**src/rtl/i2c_ee_pkg.sv**
```systemverilog
package i2c_ee_pkg;

    typedef enum logic [3:0] {
        ST_IDLE,
        ST_SEL,
        ST_SEL_ACK,
        ST_ADR,
        ST_ADR_ACK,
        ST_WR,
        ST_WR_ACK,
        ST_RD,
        ST_RD_ACK
    } ee_state_t;

endpackage

```
**src/rtl/i2c_ee_line_sync.sv**
```systemverilog
// Two-wire bus synchroniser and bus condition detector.
module i2c_ee_line_sync #(
    parameter int STAGES = 2
) (
    input  logic clk,
    input  logic rst_n,
    input  logic scl_i,
    input  logic sda_i,
    output logic sda_s,
    output logic scl_rise,
    output logic scl_fall,
    output logic start_evt,
    output logic stop_evt
);
    logic [STAGES-1:0] scl_ff;
    logic [STAGES-1:0] sda_ff;
    logic              scl_d;
    logic              sda_d;
    logic              scl_s;

    always_ff @(posedge clk or negedge rst_n) begin
        if (!rst_n) begin
            scl_ff <= '1;
            sda_ff <= '1;
            scl_d  <= 1'b1;
            sda_d  <= 1'b1;
        end else begin
            scl_ff <= {scl_ff[STAGES-2:0], scl_i};
            sda_ff <= {sda_ff[STAGES-2:0], sda_i};
            scl_d  <= scl_ff[STAGES-1];
            sda_d  <= sda_ff[STAGES-1];
        end
    end

    assign scl_s     = scl_ff[STAGES-1];
    assign sda_s     = sda_ff[STAGES-1];
    assign scl_rise  = scl_s & ~scl_d;
    assign scl_fall  = ~scl_s & scl_d;
    assign start_evt = scl_s & scl_d & sda_d & ~sda_s;
    assign stop_evt  = scl_s & scl_d & ~sda_d & sda_s;

endmodule

```
**src/rtl/i2c_ee_addr_ctr.sv**
```systemverilog
// Byte address counter: upper bit and low byte loaded separately.
module i2c_ee_addr_ctr #(
    parameter int AW = 9
) (
    input  logic          clk,
    input  logic          rst_n,
    input  logic          load_hi,
    input  logic          hi_bit,
    input  logic          load_lo,
    input  logic [AW-2:0] lo_val,
    input  logic          inc,
    output logic [AW-1:0] addr
);
    logic [AW-1:0] addr_q;
    logic [AW-1:0] addr_d;

    always_comb begin
        addr_d = addr_q;
        if (inc)     addr_d = addr_q + 1'b1;
        if (load_lo) addr_d[AW-2:0] = lo_val;
        if (load_hi) addr_d[AW-1] = hi_bit;
    end

    always_ff @(posedge clk or negedge rst_n) begin
        if (!rst_n) addr_q <= '0;
        else        addr_q <= addr_d;
    end

    assign addr = addr_q;

endmodule

```
**src/rtl/i2c_eeprom_slave.sv**
```systemverilog
module i2c_eeprom_slave
    import i2c_ee_pkg::*;
#(
    parameter int         ADDR_W      = 9,
    parameter logic [3:0] DEV_TYPE    = 4'b1010,
    parameter int         SYNC_STAGES = 2
) (
    input  logic              clk,
    input  logic              rst_n,
    input  logic              scl_i,
    input  logic              sda_i,
    input  logic [1:0]        chip_sel,
    input  logic              prog_busy,
    input  logic [7:0]        mem_rdata,
    output logic              sda_oe,
    output logic [ADDR_W-1:0] mem_addr,
    output logic              wr_en,
    output logic [ADDR_W-1:0] wr_addr,
    output logic [7:0]        wr_data,
    output logic              wr_commit
);
    localparam int BYTE_W = 8;
    localparam int CNT_W  = $clog2(BYTE_W + 1);

    ee_state_t         state_q, state_d;
    logic [CNT_W-1:0]  bit_cnt;
    logic [BYTE_W-1:0] sreg;
    logic [BYTE_W-1:0] tx_q;
    logic              rw_q;
    logic              mack_q;
    logic              pend_q;
    logic              oe_q;

    logic sda_s, scl_rise, scl_fall, start_evt, stop_evt;
    logic byte_done, sel_hit;
    logic ld_hi, ld_lo, ctr_inc;

    i2c_ee_line_sync #(.STAGES(SYNC_STAGES)) u_sync (
        .clk       (clk),
        .rst_n     (rst_n),
        .scl_i     (scl_i),
        .sda_i     (sda_i),
        .sda_s     (sda_s),
        .scl_rise  (scl_rise),
        .scl_fall  (scl_fall),
        .start_evt (start_evt),
        .stop_evt  (stop_evt)
    );

    assign byte_done = (bit_cnt == CNT_W'(BYTE_W));
    assign sel_hit   = (sreg[7:4] == DEV_TYPE) && (sreg[3:2] == chip_sel);
    assign ld_hi     = scl_fall && !stop_evt && !start_evt && (state_q == ST_SEL)
                       && byte_done && sel_hit && !prog_busy;
    assign ld_lo     = scl_fall && (state_q == ST_ADR) && byte_done;
    assign ctr_inc   = scl_fall && byte_done && ((state_q == ST_WR) || (state_q == ST_RD));

    i2c_ee_addr_ctr #(.AW(ADDR_W)) u_ctr (
        .clk     (clk),
        .rst_n   (rst_n),
        .load_hi (ld_hi),
        .hi_bit  (sreg[1]),
        .load_lo (ld_lo),
        .lo_val  (sreg[ADDR_W-2:0]),
        .inc     (ctr_inc),
        .addr    (mem_addr)
    );

    // Next-state logic
    always_comb begin
        state_d = state_q;
        if (stop_evt) begin
            state_d = ST_IDLE;
        end else if (start_evt) begin
            state_d = prog_busy ? ST_IDLE : ST_SEL;
        end else if (scl_fall) begin
            unique case (state_q)
                ST_IDLE:    state_d = ST_IDLE;
                ST_SEL:     if (byte_done) state_d = (sel_hit && !prog_busy) ? ST_SEL_ACK : ST_IDLE;
                ST_SEL_ACK: state_d = rw_q ? ST_RD : ST_ADR;
                ST_ADR:     if (byte_done) state_d = ST_ADR_ACK;
                ST_ADR_ACK: state_d = ST_WR;
                ST_WR:      if (byte_done) state_d = ST_WR_ACK;
                ST_WR_ACK:  state_d = ST_WR;
                ST_RD:      if (byte_done) state_d = ST_RD_ACK;
                ST_RD_ACK:  state_d = mack_q ? ST_RD : ST_IDLE;
                default:    state_d = ST_IDLE;
            endcase
        end
    end

    // State register
    always_ff @(posedge clk or negedge rst_n) begin
        if (!rst_n) state_q <= ST_IDLE;
        else        state_q <= state_d;
    end

    // Datapath and outputs
    always_ff @(posedge clk or negedge rst_n) begin
        if (!rst_n) begin
            oe_q      <= 1'b0;
            bit_cnt   <= '0;
            sreg      <= '0;
            tx_q      <= '0;
            rw_q      <= 1'b0;
            mack_q    <= 1'b0;
            pend_q    <= 1'b0;
            wr_en     <= 1'b0;
            wr_addr   <= '0;
            wr_data   <= '0;
            wr_commit <= 1'b0;
        end else begin
            wr_en     <= 1'b0;
            wr_commit <= 1'b0;
            if (stop_evt) begin
                oe_q    <= 1'b0;
                bit_cnt <= '0;
                if (pend_q) begin
                    wr_commit <= 1'b1;
                    pend_q    <= 1'b0;
                end
            end else if (start_evt) begin
                oe_q    <= 1'b0;
                bit_cnt <= '0;
            end else begin
                if (scl_rise) begin
                    if (state_q inside {ST_SEL, ST_ADR, ST_WR}) begin
                        sreg    <= {sreg[BYTE_W-2:0], sda_s};
                        bit_cnt <= bit_cnt + 1'b1;
                    end else if (state_q == ST_RD) begin
                        bit_cnt <= bit_cnt + 1'b1;
                    end else if (state_q == ST_RD_ACK) begin
                        mack_q <= ~sda_s;
                    end
                end
                if (scl_fall) begin
                    unique case (state_q)
                        ST_SEL: if (byte_done) begin
                            bit_cnt <= '0;
                            if (sel_hit && !prog_busy) begin
                                oe_q <= 1'b1;
                                rw_q <= sreg[0];
                            end
                        end
                        ST_SEL_ACK: begin
                            if (rw_q) begin
                                tx_q <= mem_rdata;
                                oe_q <= ~mem_rdata[BYTE_W-1];
                            end else begin
                                oe_q <= 1'b0;
                            end
                        end
                        ST_ADR: if (byte_done) begin
                            bit_cnt <= '0;
                            oe_q    <= 1'b1;
                        end
                        ST_ADR_ACK: oe_q <= 1'b0;
                        ST_WR: if (byte_done) begin
                            bit_cnt <= '0;
                            oe_q    <= 1'b1;
                            wr_en   <= 1'b1;
                            wr_addr <= mem_addr;
                            wr_data <= sreg;
                            pend_q  <= 1'b1;
                        end
                        ST_WR_ACK: oe_q <= 1'b0;
                        ST_RD: begin
                            if (byte_done) begin
                                bit_cnt <= '0;
                                oe_q    <= 1'b0;
                            end else begin
                                oe_q <= ~tx_q[BYTE_W-2];
                                tx_q <= {tx_q[BYTE_W-2:0], 1'b0};
                            end
                        end
                        ST_RD_ACK: begin
                            if (mack_q) begin
                                tx_q <= mem_rdata;
                                oe_q <= ~mem_rdata[BYTE_W-1];
                            end else begin
                                oe_q <= 1'b0;
                            end
                        end
                        default: oe_q <= 1'b0;
                    endcase
                end
            end
        end
    end

    assign sda_oe = oe_q;

endmodule

```
**config.mk**
```make
export PLATFORM = sky130hd
export DESIGN_NAME = i2c_eeprom_slave
export DESIGN_NICKNAME = d
export VERILOG_FILES = /design/src/rtl/i2c_ee_pkg.sv /design/src/rtl/i2c_ee_line_sync.sv /design/src/rtl/i2c_ee_addr_ctr.sv /design/src/rtl/i2c_eeprom_slave.sv
export SDC_FILE = /design/constraint.sdc
export NUM_CORES = 1
export LEC_CHECK = 0
export ABC_AREA = 1
export CORE_UTILIZATION = 45
export CTS_BUF_LIST = sky130_fd_sc_hd__clkbuf_8
export DETAILED_ROUTE_END_ITERATION = 12
export DONT_BUFFER_PORTS = 1
export PLACE_DENSITY_LB_ADDON = 0.2
export SETUP_SLACK_MARGIN = 0.15
export SYNTH_ARGS = -nofsm -noshare
export SYNTH_HDL_FRONTEND = slang
export SYNTH_SLANG_ARGS = --single-unit
```
**constraint.sdc**
```tcl
create_clock -name clk -period 1.91 [get_ports clk]
set_clock_uncertainty 0.15 [all_clocks]
set_input_delay 0.2865 -clock clk [delete_from_list [all_inputs] [get_ports clk]]
set_output_delay 0.2865 -clock clk [all_outputs]
set_load 0.03 [all_outputs]
```
==> results of run 1 <==
power by group through the flow:
stage / logic [W] / registers, W / clock network (W)
6_report: 0.000385 / 0.00153 / 0.00111
5_1_grt: 0.000437 / 0.00155 / 0.00119
4_1_cts: 0.000372 / 0.00153 / 0.00115
3_5_place_dp: 0.000365 / 0.00155 / 0
3_3_place_gp: 0.000356 / 0.00155 / 0
2_1_floorplan: 0.000296 / 0.00153 / 0
worst max-delay path by stage:
| stage | slack, ns | endpoint | cells after the start | from |
|---|---|---|---|---|
| 2_1_floorplan | 0.25 | u_ctr.addr[8] | 9 | bit_cnt[0] |
| 3_3_place_gp | 0.12 | u_ctr.addr[8] | 9 | bit_cnt[1] |
| 3_5_place_dp | 0.03 | u_ctr.addr[8] | 9 | bit_cnt[1] |
| 4_1_cts | 0.13 | u_ctr.addr[8] | 9 | bit_cnt[1] |
| 5_1_grt | 0.10 | rw_q | 7 | bit_cnt[1] |
| 6_report | 0.20 | rw_q | 7 | bit_cnt[1] |
timing repair:
item,4_1_cts,5_1_grt
pin swaps,0,5
hold endpoints to repair,64,61
buffers inserted,0,5
gates resized for setup,2,23
cloned,0,1
setup endpoints to repair,23,47
metrics by stage:
step / cells / setup WS (ns) / area (um^2) / hold slack [ns]
after CTS: 459 / 0.127 / 3460 / -0.530
after floorplan: 356 / 0.249 / 3100 / -0.159
final: 465 / 0.197 / 3580 / -0.517
after global placement: 440 / 0.116 / 3230 / -0.158
after detailed placement: 440 / 0.0320 / 3230 / -0.157
after global routing: 465 / 0.104 / 3580 / -0.533
critical path: cells and delay by family (launching register included):
family,cells,cell delay (ns)
and+or+nand+nor,4,0.72
DFF,1,0.40
AOI/OAI and AO/OA,1,0.07
adders and majority gates,1,0.17
buffers and inverters,1,0.07
layout make-up:
class	count	area [um^2]	area share (%)
multi-input cells	243	1370	38.3
well taps	77	96.3	2.69
repair buffers	22	189	5.27
clock inverters	6	55.1	1.54
inverters	45	189	5.27
repair inverters	1	8.76	0.244
flip-flops and latches	61	1540	42.9
clock buffers	10	138	3.84
metal layers:
metal / vias to the layer above / global-route usage (%)
li1: 1209 / -
met1: 1111 / 26.2
met2: 53 / 29.0
met3: 11 / 3.89
met4: 0 / 10.6
met5: - / 0
flip-flops by register name, summed over array words and instances, names as in the netlist, 2 cells and up:
name	flops
bit_cnt	4
sreg	8
state_q	4
tx_q	7
u_ctr.addr	9
u_sync.scl_ff	2
u_sync.sda_ff	2
wr_addr	9
wr_data	8
placed cells by master, fill, tap and decap left out, types with 2 or more instances in the layout:
cell type | synthesis | layout
inv_2 | 3 | 4
ha_1 | 3 | 2
o221ai_1 | 5 | 5
inv_1 | 39 | 40
clkinv_2 | 1 | 2
buf_4 | 1 | 17
nand4_1 | 6 | 6
nand3_1 | 22 | 20
o21ai_1 | 6 | 8
nor2_2 | 4 | 6
a21boi_0 | 6 | 6
nand2_2 | 12 | 14
o21ai_2 | 29 | 29
a21oi_1 | 3 | 3
o211ai_1 | 2 | 2
nor2_1 | 24 | 20
nor3_1 | 2 | 2
o21ai_0 | 8 | 6
dfrtp_2 | 0 | 2
clkbuf_8 | 0 | 10
nor2_4 | 2 | 4
nand3_2 | 3 | 5
xor2_1 | 3 | 3
dfrtp_1 | 55 | 53
dlygate4sd3_1 | 0 | 3
dfstp_2 | 6 | 6
nand2_1 | 100 | 96
nand2_4 | 0 | 2
logic make-up after synthesis:
group,share of synthesized area (%)
compound gates,14.3
xor+xnor,1.13
fa+ha+maj,1.21
buf+inv,8.06
flops,49.4
simple gates,25.9
==> qor.csv, run 1 <==
stage,metric,value,unit
detailed_routing,metal3 WL,243,um
detailed_routing,Max Used Layer,met4,
synthesis,"Avg Cell Area, Syn",8.72,um^2
timing,Worst-Margin Slew,0.385,ns
cts,CTS Buffer Depth,2,
floorplan,chip height,85.1,um
power,maximum VDD drop,0.507,mV
cts,H-tree depth,3,
timing,final hold violations,61,
cts,root buf cell,clkbuf_8,
floorplan,core area,0.00649,mm^2
final_layout,Final #Nets,401,
floorplan,die width,85.1,um
synthesis,top_reg_cell synth,dfrtp_1,
synthesis,area share of the largest cell type after synthesis,44.3,%
final_layout,share of layout cells above drive strength 1,28.6,%
power,sequential share of power,50.5,%
power,Sw Pwr,0.000817,W
worst_setup_path,crit-path cells,"inv_2, ha_2, nand3_2, nor2_4, nand4_1, nand2_1, o21ai_1",
synthesis,"Net Count, Synth",374,
detailed_routing,DRT iter0 DRCs,245,
cts,post-cts hold buffer count,3,
cts,worst-skew pair later-pin latency,0.34,ns
global_routing,first-pass GRT wire length,10800,um
detailed_routing,Via Count,2384,
worst_setup_path,R2R Path End,rw_q,
timing,Max Fclk,584,MHz
worst_setup_path,Worst Path Required,1.98,ns
final_layout,area grow syn2layout,15.5,%
power,internal power,0.00221,W
power,clock share of power,36.8,%
detailed_routing,DR WL met2,2880,um
worst_setup_path,Reg-to-Reg Start,bit_cnt[1],
worst_setup_path,Setup crit end kind,flop,
synthesis,dominant cells by area after synthesis,"dfrtp_1 44%, nand2_1 12%, o21ai_2 8.2%",
synthesis,Synth warnings,0,
worst_setup_path,"Slowest-stage cell, CP",dfrtp_1,
worst_hold_path,Min-Delay Path Class,primary input to async pin,
run,max_cap viols,0,
worst_setup_path,Reg2Reg Setup Slack,0.20,ns
detailed_routing,final wirelength,6500,um
floorplan,Die ar.,0.00723,mm^2
detailed_routing,DRT Pass-1 Iters,4,
placed_design,routability-driven placement congestion ratio,0.884,
power,Sw Share,27.0,%
timing,Final Cycle Share,89.7,%
status,status,"complete, but fails checks",
detailed_routing,vias per inst,5.13,
global_routing,vias in the first global route,2303,
cts,clock buffers created by TritonCTS,9,
global_routing,largest net degree at the start of global routing,62,
placed_design,Post-DP HPWL,4550,um
timing,Sum Neg Setup Slack,0,ns
timing,Fin Hold WS,-0.517,ns
timing,final setup violation count,0,
placed_design,number of port buffers,0,
timing,Final min period,1.71,ns
synthesis,"top cells by count, synth","100 x nand2_1, 55 x dfrtp_1, 39 x inv_1, 29 x o21ai_2, 24 x nor2_1",
worst_setup_path,arrival time worst endpoint,1.78,ns
detailed_routing,# DRC,0,
synthesis,"FFs w/ async S/R, synth",100,%
synthesis,Cell variety after synth,32,
detailed_routing,DRT met1 WL,3240,um
global_routing,GRT overflow,0,
status,failing checks,hold timing,
worst_setup_path,CP max stage delay,0.40,ns
synthesis,top-count cell post-synth,nand2_1,
worst_setup_path,Startpoint Class,flop,
detailed_routing,Post-DRT Antenna Nets,0,
synthesis,"EDFF count, synth",0,
power,Logic pwr share,12.7,%
synthesis,Post-Synthesis Cells,356,
worst_setup_path,maximum fanout along the worst path,5,
power,LEAKAGE,1.75,nW
global_routing,initial antenna violation count,0,
power,Power Total,0.00303,W
worst_setup_path,cells on worst reg2reg path,7,
worst_setup_path,Setup CP Type,flop to flop,
final_layout,fin util,55.2,%
synthesis,register bit total from synthesis,61,
floorplan,effective utilization at floorplan,47.8,%
detailed_routing,Avg WL per Cell,14.0,um
timing,Slew HR,74.1,%
cts,CTS sink cnt,61,
timing,RSZ-0062 raised after global routing,yes,
floorplan,Core Rows,29,
power,power per cell area,844,mW/mm^2
synthesis,Mapped Area,0.00310,mm^2
cts,CTS tree,done,
synthesis,"Seq/Total Area, Yosys",49.4,%
global_routing,Total GRT Usage,19.3,%
cts,clock slew at reported path FFs,0.07,ns
floorplan,io pins,44,
timing,"Slew Viols, Final",0,
final_layout,ant diodes,0,
synthesis,Yosys top cell by area,dfrtp_1,
final_layout,# fillers,597,
(Power assumes the default switching activity.)
==> run 2, diff against run 1 <==
--- a/config.mk
+++ b/config.mk
@@ -6,7 +6,7 @@
 export NUM_CORES = 1
 export LEC_CHECK = 0
 export ABC_AREA = 1
-export CORE_UTILIZATION = 45
+export CORE_UTILIZATION = 40
 export CTS_BUF_LIST = sky130_fd_sc_hd__clkbuf_8
 export DETAILED_ROUTE_END_ITERATION = 12
 export DONT_BUFFER_PORTS = 1
==> run 2 against run 1 <==
  * The flow still finishes with violations (hold timing)
  * Routed wire length rose by 4.1%
  * Final cell count rose by 4.9%
  * Design area is 0.42% higher
  * Flip-flop and latch count unchanged
  * Non-clock buffer count rose by 1
  * Critical path type unchanged
==> qor.csv, run 2 (same netlist as run 1, synthesis figures left out) <==
stage,metric,value,unit,change
detailed_routing,final wirelength,6760,um,was 6500 um
detailed_routing,DRT iter0 DRCs,135,,was 245
global_routing,GRT overflow,0,,unchanged
cts,post-cts hold buffer count,3,,unchanged
power,Sw Pwr,0.000804,W,was 0.000817 W
detailed_routing,DRT Pass-1 Iters,5,,was 4
cts,CTS Buffer Depth,2,,unchanged
final_layout,Final #Nets,402,,was 401
cts,CTS tree,done,,unchanged
placed_design,number of port buffers,0,,unchanged
timing,Fin Hold WS,-0.516,ns,was -0.517 ns
worst_setup_path,Reg2Reg Setup Slack,0.21,ns,was 0.20 ns
detailed_routing,Avg WL per Cell,13.9,um,was 14.0 um
cts,clock buffers created by TritonCTS,9,,unchanged
timing,Sum Neg Setup Slack,0,ns,unchanged
final_layout,area grow syn2layout,16.0,%,was 15.5%
timing,RSZ-0062 raised after global routing,yes,,unchanged
floorplan,die width,90.1,um,was 85.1 um
run,max_cap viols,0,,unchanged
timing,final setup violation count,0,,unchanged
power,Sw Share,27.6,%,was 27.0%
floorplan,io pins,44,,unchanged
power,internal power,0.00211,W,was 0.00221 W
power,sequential share of power,52.5,%,was 50.5%
floorplan,Core Rows,31,,was 29
global_routing,Total GRT Usage,17.4,%,was 19.3%
floorplan,Die ar.,0.00812,mm^2,was 0.00723 mm^2
final_layout,share of layout cells above drive strength 1,28.5,%,was 28.6%
global_routing,largest net degree at the start of global routing,62,,unchanged
cts,worst-skew pair later-pin latency,0.33,ns,was 0.34 ns
detailed_routing,Post-DRT Antenna Nets,0,,unchanged
worst_setup_path,Critical path origin,bit_cnt[0],,was bit_cnt[1]
worst_setup_path,maximum fanout along the worst path,17,,was 5
timing,Final Cycle Share,88.9,%,was 89.7%
worst_setup_path,arrival time worst endpoint,1.77,ns,was 1.78 ns
timing,"Slew Viols, Final",0,,unchanged
detailed_routing,Via Count,2386,,was 2384
worst_setup_path,worst setup path endpoint,wr_data[6],,was rw_q
worst_setup_path,Worst Path Required,1.98,ns,about the same
timing,Slew HR,76.3,%,was 74.1%
power,power per cell area,809,mW/mm^2,was 844 mW/mm^2
cts,H-tree depth,3,,unchanged
global_routing,first-pass GRT wire length,11200,um,was 10800 um
power,Logic pwr share,13.2,%,was 12.7%
status,failing checks,hold timing,,unchanged
final_layout,ant diodes,0,,unchanged
detailed_routing,vias per inst,4.89,,was 5.13
global_routing,vias in the first global route,2282,,was 2303
detailed_routing,# DRC,0,,unchanged
timing,Max Fclk,589,MHz,was 584 MHz
final_layout,# fillers,734,,was 597
global_routing,initial antenna violation count,0,,unchanged
worst_hold_path,Min-Delay Path Class,primary input to async pin,,unchanged
timing,final hold violations,61,,unchanged
worst_setup_path,Setup crit end kind,flop,,unchanged
cts,clock slew at reported path FFs,0.07,ns,about the same
cts,CTS sink cnt,61,,unchanged
status,status,"complete, but fails checks",,unchanged
final_layout,most frequent cells in the layout,"93 x nand2_1, 53 x dfrtp_1, 42 x inv_1, 29 x o21ai_2, 22 x nor2_1",,"was 96 x nand2_1, 53 x dfrtp_1, 40 x inv_1, 29 x o21ai_2"
power,clock share of power,34.3,%,was 36.8%
final_layout,"most common cell after layout, fill and taps aside",nand2_1,,unchanged
power,maximum VDD drop,0.401,mV,was 0.507 mV
floorplan,effective utilization at floorplan,42.1,%,was 47.8%
floorplan,chip height,90.1,um,was 85.1 um
worst_setup_path,R2R Path End,wr_data[6],,was rw_q
timing,Final min period,1.70,ns,was 1.71 ns
placed_design,Post-DP HPWL,4670,um,was 4550 um
worst_setup_path,Reg-to-Reg Start,bit_cnt[0],,was bit_cnt[1]
cts,root buf cell,clkbuf_8,,unchanged
power,LEAKAGE,1.74,nW,was 1.75 nW
worst_setup_path,cells on worst reg2reg path,10,,was 7
timing,Worst-Margin Slew,0.355,ns,was 0.385 ns
placed_design,routability-driven placement congestion ratio,0.852,,was 0.884
worst_setup_path,Setup CP Type,flop to flop,,unchanged
floorplan,core area,0.00737,mm^2,was 0.00649 mm^2
worst_setup_path,Startpoint Class,flop,,unchanged
==> run 2: cell count changes in the layout (fill, tap and decap cells not counted), sizes merged <==
cell | previous run | this run
inv | 46 | 49
clkbuf | 10 | 11
buf | 19 | 20
clkinvlp | 1 | 0
bufinv | 1 | 0
clkinv | 4 | 2
==> run 2: worst min-delay path by stage <==
stage                     start          to  slack, ns  cells after the start
final                     rst_n  wr_addr[8]      -0.52                      0
after global routing      rst_n  wr_data[1]      -0.53                      0
after CTS                 rst_n  wr_addr[8]      -0.53                      0
after detailed placement  rst_n  wr_addr[8]      -0.16                      0
after global placement    rst_n  wr_addr[5]      -0.16                      0
after floorplan           rst_n  bit_cnt[0]      -0.16                      0
==> run 2: worst max-delay path, cell delays in order, from the launching register on <==
cell	delay (ns)
dfrtp_1	0.41
inv_1	0.07
ha_2	0.18
nand2_1	0.06
nor2_2	0.18
nand2_2	0.09
nor2_4	0.13
buf_12	0.15
inv_12	0.06
nand2_1	0.07
o21ai_2	0.05
==> run 2: what timing repair did <==
action | 4_1_cts | 5_1_grt
endpoints found under the hold margin | 64 | 61
pin swaps | 0 | 5
gates resized for setup | 2 | 25
cloned | 0 | 1
setup buffers | 0 | 8
endpoints found under the setup margin | 26 | 50
==> run 2: cell type report <==
type | instances | area (um^2) | share of cell area [%]
repair inverters | 1 | 8.76 | 0.243
clock buffers | 11 | 151 | 4.21
well taps | 99 | 124 | 3.44
multi-input cells | 243 | 1370 | 38.1
repair buffers | 23 | 200 | 5.56
flip-flops and latches | 61 | 1540 | 42.7
inverters | 45 | 189 | 5.25
clock inverters | 5 | 20.0 | 0.556
==> run 2: power by group through the flow <==
stage	sequential (W)	clock, W	combinational [W]
6_report	0.00153	0.000997	0.000385
2_1_floorplan	0.00153	0	0.000296
5_1_grt	0.00154	0.00109	0.000438
4_1_cts	0.00153	0.00104	0.000367
3_3_place_gp	0.00155	0	0.000350
3_5_place_dp	0.00156	0	0.000358
==> run 2: stage by stage <==
step                      worst slack [ns]  std cells  instance area (um^2)  total power [W]  util [%]
final                                0.212        488                  3600          0.00291      48.8
after global routing                 0.124        488                  3600          0.00307      48.8
after floorplan                      0.249        356                  3100          0.00182         -
after detailed placement            0.0341        460                  3250          0.00191      44.0
after CTS                            0.121        479                  3450          0.00294      46.8
after global placement              0.0832        460                  3250          0.00190      44.0
==> run 2: metal layers <==
metal / global-route usage [%] / vias up / wire length [um]
li1: - / 1203 / -
met1: 23.4 / 1130 / 3320
met2: 26.2 / 44 / 3010
met3: 4.74 / 9 / 324
met4: 7.66 / 0 / 108
met5: 0 / - / 0
==> run 3, diff against run 2 <==
--- a/config.mk
+++ b/config.mk
@@ -5,7 +5,7 @@
 export SDC_FILE = /design/constraint.sdc
 export NUM_CORES = 1
 export LEC_CHECK = 0
-export ABC_AREA = 1
+export ABC_AREA = 0
 export CORE_UTILIZATION = 40
 export CTS_BUF_LIST = sky130_fd_sc_hd__clkbuf_8
 export DETAILED_ROUTE_END_ITERATION = 12
==> constraint.sdc (replaced) <==
create_clock -name clk -period 1.9 [get_ports clk]
set_clock_uncertainty 0.15 [all_clocks]
set_input_delay 0.095 -clock clk [delete_from_list [all_inputs] [get_ports clk]]
set_output_delay 0.095 -clock clk [all_outputs]
set_load 0.03 [all_outputs]
==> run 3 against run 2 <==
  * The run ends with setup timing left
  * First-iteration DRC count fell by 17%
  * Critical path depth down 3
  * Die area decreased by 2.1%
  * Largest power group unchanged
  * Highest routed layer unchanged
==> qor.csv, run 3 <==
stage,metric,value,unit,change
floorplan,die width,89.1,um,was 90.1 um
power,LEAKAGE,2.08,nW,was 1.74 nW
placed_design,Post-DP HPWL,4780,um,was 4670 um
worst_setup_path,Setup CP Type,flop to flop,,unchanged
timing,final hold violations,0,,was 61
synthesis,register bit total from synthesis,61,,unchanged
synthesis,Yosys top cell by area,dfrtp_1,,unchanged
floorplan,core area,0.00729,mm^2,was 0.00737 mm^2
floorplan,Die ar.,0.00794,mm^2,was 0.00812 mm^2
worst_hold_path,Min-Delay Path Class,primary input to flop,,was primary input to async pin
worst_setup_path,"Slowest-stage cell, CP",or3_4,,was dfrtp_1
detailed_routing,Post-DRT Antenna Nets,0,,unchanged
detailed_routing,vias per inst,5.17,,was 4.89
timing,Slew HR,75.0,%,was 76.3%
power,Logic pwr share,30.4,%,was 13.2%
detailed_routing,DRT iter0 DRCs,112,,was 135
worst_setup_path,Worst Path Required,1.99,ns,was 1.98 ns
synthesis,dominant cells by area after synthesis,"dfrtp_1 45%, mux2_2 13%, dfstp_2 5.2%",,"was dfrtp_1 44%, nand2_1 12%, o21ai_2 8.2%"
detailed_routing,Avg WL per Cell,16.5,um,was 13.9 um
synthesis,Mapped Area,0.00304,mm^2,was 0.00310 mm^2
placed_design,routability-driven placement congestion ratio,0.790,,was 0.852
power,internal power,0.00284,W,was 0.00211 W
synthesis,"EDFF count, synth",0,,unchanged
worst_setup_path,arrival time worst endpoint,2.11,ns,was 1.77 ns
placed_design,number of port buffers,0,,unchanged
cts,H-tree depth,3,,unchanged
final_layout,design area,0.00446,mm^2,was 0.00360 mm^2
power,clock share of power,28.5,%,was 34.3%
floorplan,effective utilization at floorplan,41.6,%,was 42.1%
worst_setup_path,Reg-to-Reg Start,bit_cnt[1],,was bit_cnt[0]
global_routing,GRT overflow,0,,unchanged
synthesis,area share of the largest cell type after synthesis,45.3,%,was 44.3%
floorplan,Core Rows,31,,unchanged
worst_setup_path,Reg2Reg Setup Slack,-0.12,ns,was 0.21 ns
final_layout,most frequent cells in the layout,"53 x dfrtp_1, 53 x buf_4, 33 x mux2_4, 15 x buf_6, 14 x nor2_1",,"was 93 x nand2_1, 53 x dfrtp_1, 42 x inv_1, 29 x o21ai_2, 22 x nor2_1"
power,maximum VDD drop,0.544,mV,was 0.401 mV
timing,RSZ-0062 raised after global routing,yes,,unchanged
cts,CTS Buffer Depth,2,,unchanged
cts,clock buffers created by TritonCTS,9,,unchanged
worst_setup_path,cells on worst reg2reg path,7,,was 10
worst_setup_path,Setup crit end kind,flop,,unchanged
synthesis,"FFs w/ async S/R, synth",100,%,unchanged
synthesis,"Seq/Total Area, Yosys",50.5,%,was 49.4%
timing,Final min period,2.02,ns,was 1.70 ns
placed_design,dpl cells,390,,was 460
global_routing,initial antenna violation count,0,,unchanged
timing,Final Cycle Share,106,%,was 88.9%
synthesis,top-count cell post-synth,dfrtp_1,,was nand2_1
final_layout,share of layout cells above drive strength 1,52.5,%,was 28.5%
status,status,"complete, but fails checks",,unchanged
timing,Max Fclk,495,MHz,was 589 MHz
final_layout,area grow syn2layout,46.7,%,was 16.0%
worst_setup_path,crit-path cells,"inv_2, ha_4, nand3b_4, or3_4, nor2_8, buf_12, mux2_4",,"was inv_1, ha_2, nand2_1, nor2_2, nand2_2, nor2_4, buf_12, inv_12, nand2_1, o21ai_2"
synthesis,Cell variety after synth,57,,was 32
synthesis,"Net Count, Synth",267,,was 374
power,power per cell area,917,mW/mm^2,was 809 mW/mm^2
global_routing,vias in the first global route,2292,,was 2282
placed_design,Placed Area,0.00360,mm^2,was 0.00325 mm^2
timing,worst setup margin,-0.122,ns,was 0.212 ns
synthesis,"Avg Cell Area, Syn",12.2,um^2,was 8.72 um^2
cts,CTS sink cnt,61,,unchanged
global_routing,Total GRT Usage,19.1,%,was 17.4%
timing,Worst-Margin Slew,0.365,ns,was 0.355 ns
cts,clock slew at reported path FFs,0.07,ns,about the same
cts,root buf cell,clkbuf_8,,unchanged
power,Sw Share,30.4,%,was 27.6%
global_routing,largest net degree at the start of global routing,62,,unchanged
timing,final setup violation count,20,,was 0
detailed_routing,final wirelength,7260,um,was 6760 um
synthesis,Post-Synthesis Cells,249,,was 356
synthesis,top_reg_cell synth,dfrtp_1,,unchanged
synthesis,Synth warnings,0,,unchanged
power,sequential share of power,41.2,%,was 52.5%
cts,worst-skew pair later-pin latency,0.35,ns,was 0.33 ns
final_layout,ant diodes,0,,unchanged
worst_setup_path,R2R Path End,wr_addr[4],,was wr_data[6]
run,max_cap viols,0,,unchanged
worst_hold_path,Hold Crit Start,prog_busy,,
worst_setup_path,CP max stage delay,0.42,ns,was 0.41 ns
worst_setup_path,maximum fanout along the worst path,7,,was 17
worst_setup_path,Startpoint Class,flop,,unchanged
global_routing,first-pass GRT wire length,11200,um,about the same
worst_hold_path,WHS Endpoint,u_ctr.addr[8],,
cts,CTS tree,done,,unchanged
power,Sw Pwr,0.00124,W,was 0.000804 W
timing,Fin Hold WS,0.0948,ns,was -0.516 ns
worst_hold_path,hold path depth,4,,
detailed_routing,# DRC,0,,unchanged
status,failing checks,setup timing,,was hold timing
final_layout,Final #Nets,354,,was 402
detailed_routing,DRT Pass-1 Iters,4,,was 5
final_layout,Layout Cells excl Fill,440,,was 488
floorplan,chip height,89.1,um,was 90.1 um
synthesis,"top cells by count, synth","55 x dfrtp_1, 34 x mux2_2, 16 x nor2_1, 10 x nand2_1, 9 x o21ai_0",,"was 100 x nand2_1, 55 x dfrtp_1, 39 x inv_1, 29 x o21ai_2, 24 x nor2_1"
floorplan,io pins,44,,unchanged
timing,"Slew Viols, Final",0,,unchanged
placed_design,DP Worst Slack,-0.169,ns,was 0.0341 ns
detailed_routing,Via Count,2273,,was 2386
timing,Sum Neg Setup Slack,-1.86,ns,was 0 ns
## run 3: cell count changes after synthesis, sizes merged, moves of 4 or more
cell	previous run	this run
nand3	25	5
inv	43	6
xor2	3	7
nand2	112	10
o221ai	5	0
nand3b	0	6
a21boi	6	1
nor4	0	4
nor3	2	6
nand4	7	3
mux2	0	42
nand4b	0	5
nor2	30	18
o21ai	43	11
## run 3: what timing repair did
item	4_1_cts	5_1_grt
gates cloned	0	0
pin swaps	21	18
hold buffers	13	0
gates resized for setup	47	32
endpoints found under the setup margin	46	51
buffers inserted	10	11
hold endpoints to repair	72	0
## run 3: worst max-delay path, delay by kind of cell, from the launching register on
family | cells | cell delay [ns]
mux | 1 | 0.30
flops | 1 | 0.40
simple gates | 3 | 0.68
buf+inv | 2 | 0.23
fa+ha+maj | 1 | 0.14
## run 3: kinds of logic after synthesis
family	count (synthesis)	synth area share [%]
AOI/OAI and AO/OA	35	7.79
muxes	45	17.6
adders and majority gates	3	1.24
and+or+nand+nor	77	16.6
xor gates and xnor gates	10	2.88
DFF	61	50.5
buffers and inverters	18	3.42
## run 3: cell type report
class	instances	area (um^2)
Tap cell	99	124
Clock buffer	9	124
Fill cell	616	2840
Timing Repair Buffer	88	855
Clock inverter	7	75.1
Sequential cell	61	1540
Multi-Input combinational cell	170	1720
Inverter	6	22.5
## run 3: how the worst max path moves through the flow
| stage | start | endpoint | slack, ns | cells past startpoint |
|---|---|---|---|---|
| 2_1_floorplan | u_sync.scl_d | wr_addr[0] | -0.22 | 7 |
| 3_3_place_gp | bit_cnt[1] | wr_data[4] | -0.14 | 7 |
| 3_5_place_dp | bit_cnt[1] | wr_data[3] | -0.17 | 7 |
| 4_1_cts | bit_cnt[1] | wr_addr[4] | -0.09 | 7 |
| 5_1_grt | bit_cnt[1] | wr_addr[4] | -0.17 | 7 |
| 6_report | bit_cnt[1] | wr_addr[4] | -0.12 | 7 |
## run 3: power groups by stage
stage	clock network [W]	registers (W)	logic, W
after floorplan	0	0.00169	0.000486
after global placement	0	0.00169	0.000862
after detailed placement	0	0.00170	0.000877
after CTS	0.00119	0.00168	0.00107
after global routing	0.00124	0.00171	0.00135
final	0.00116	0.00168	0.00124
## run 3: through the flow
step           utilization (%)  total power (W)
2_1_floorplan                -          0.00217
3_3_place_gp              49.3          0.00255
3_5_place_dp              49.3          0.00258
4_1_cts                   58.0          0.00394
5_1_grt                   61.1          0.00430
6_report                  61.1          0.00409
## run 3: routing by layer
metal  vias up  track usage [%]  wire length [um]
met5         -                0                 0
met2        41             29.4              3310
li1       1080                -                 -
met3        11             3.69               237
met4         0             9.09               139
met1      1141             26.0              3570
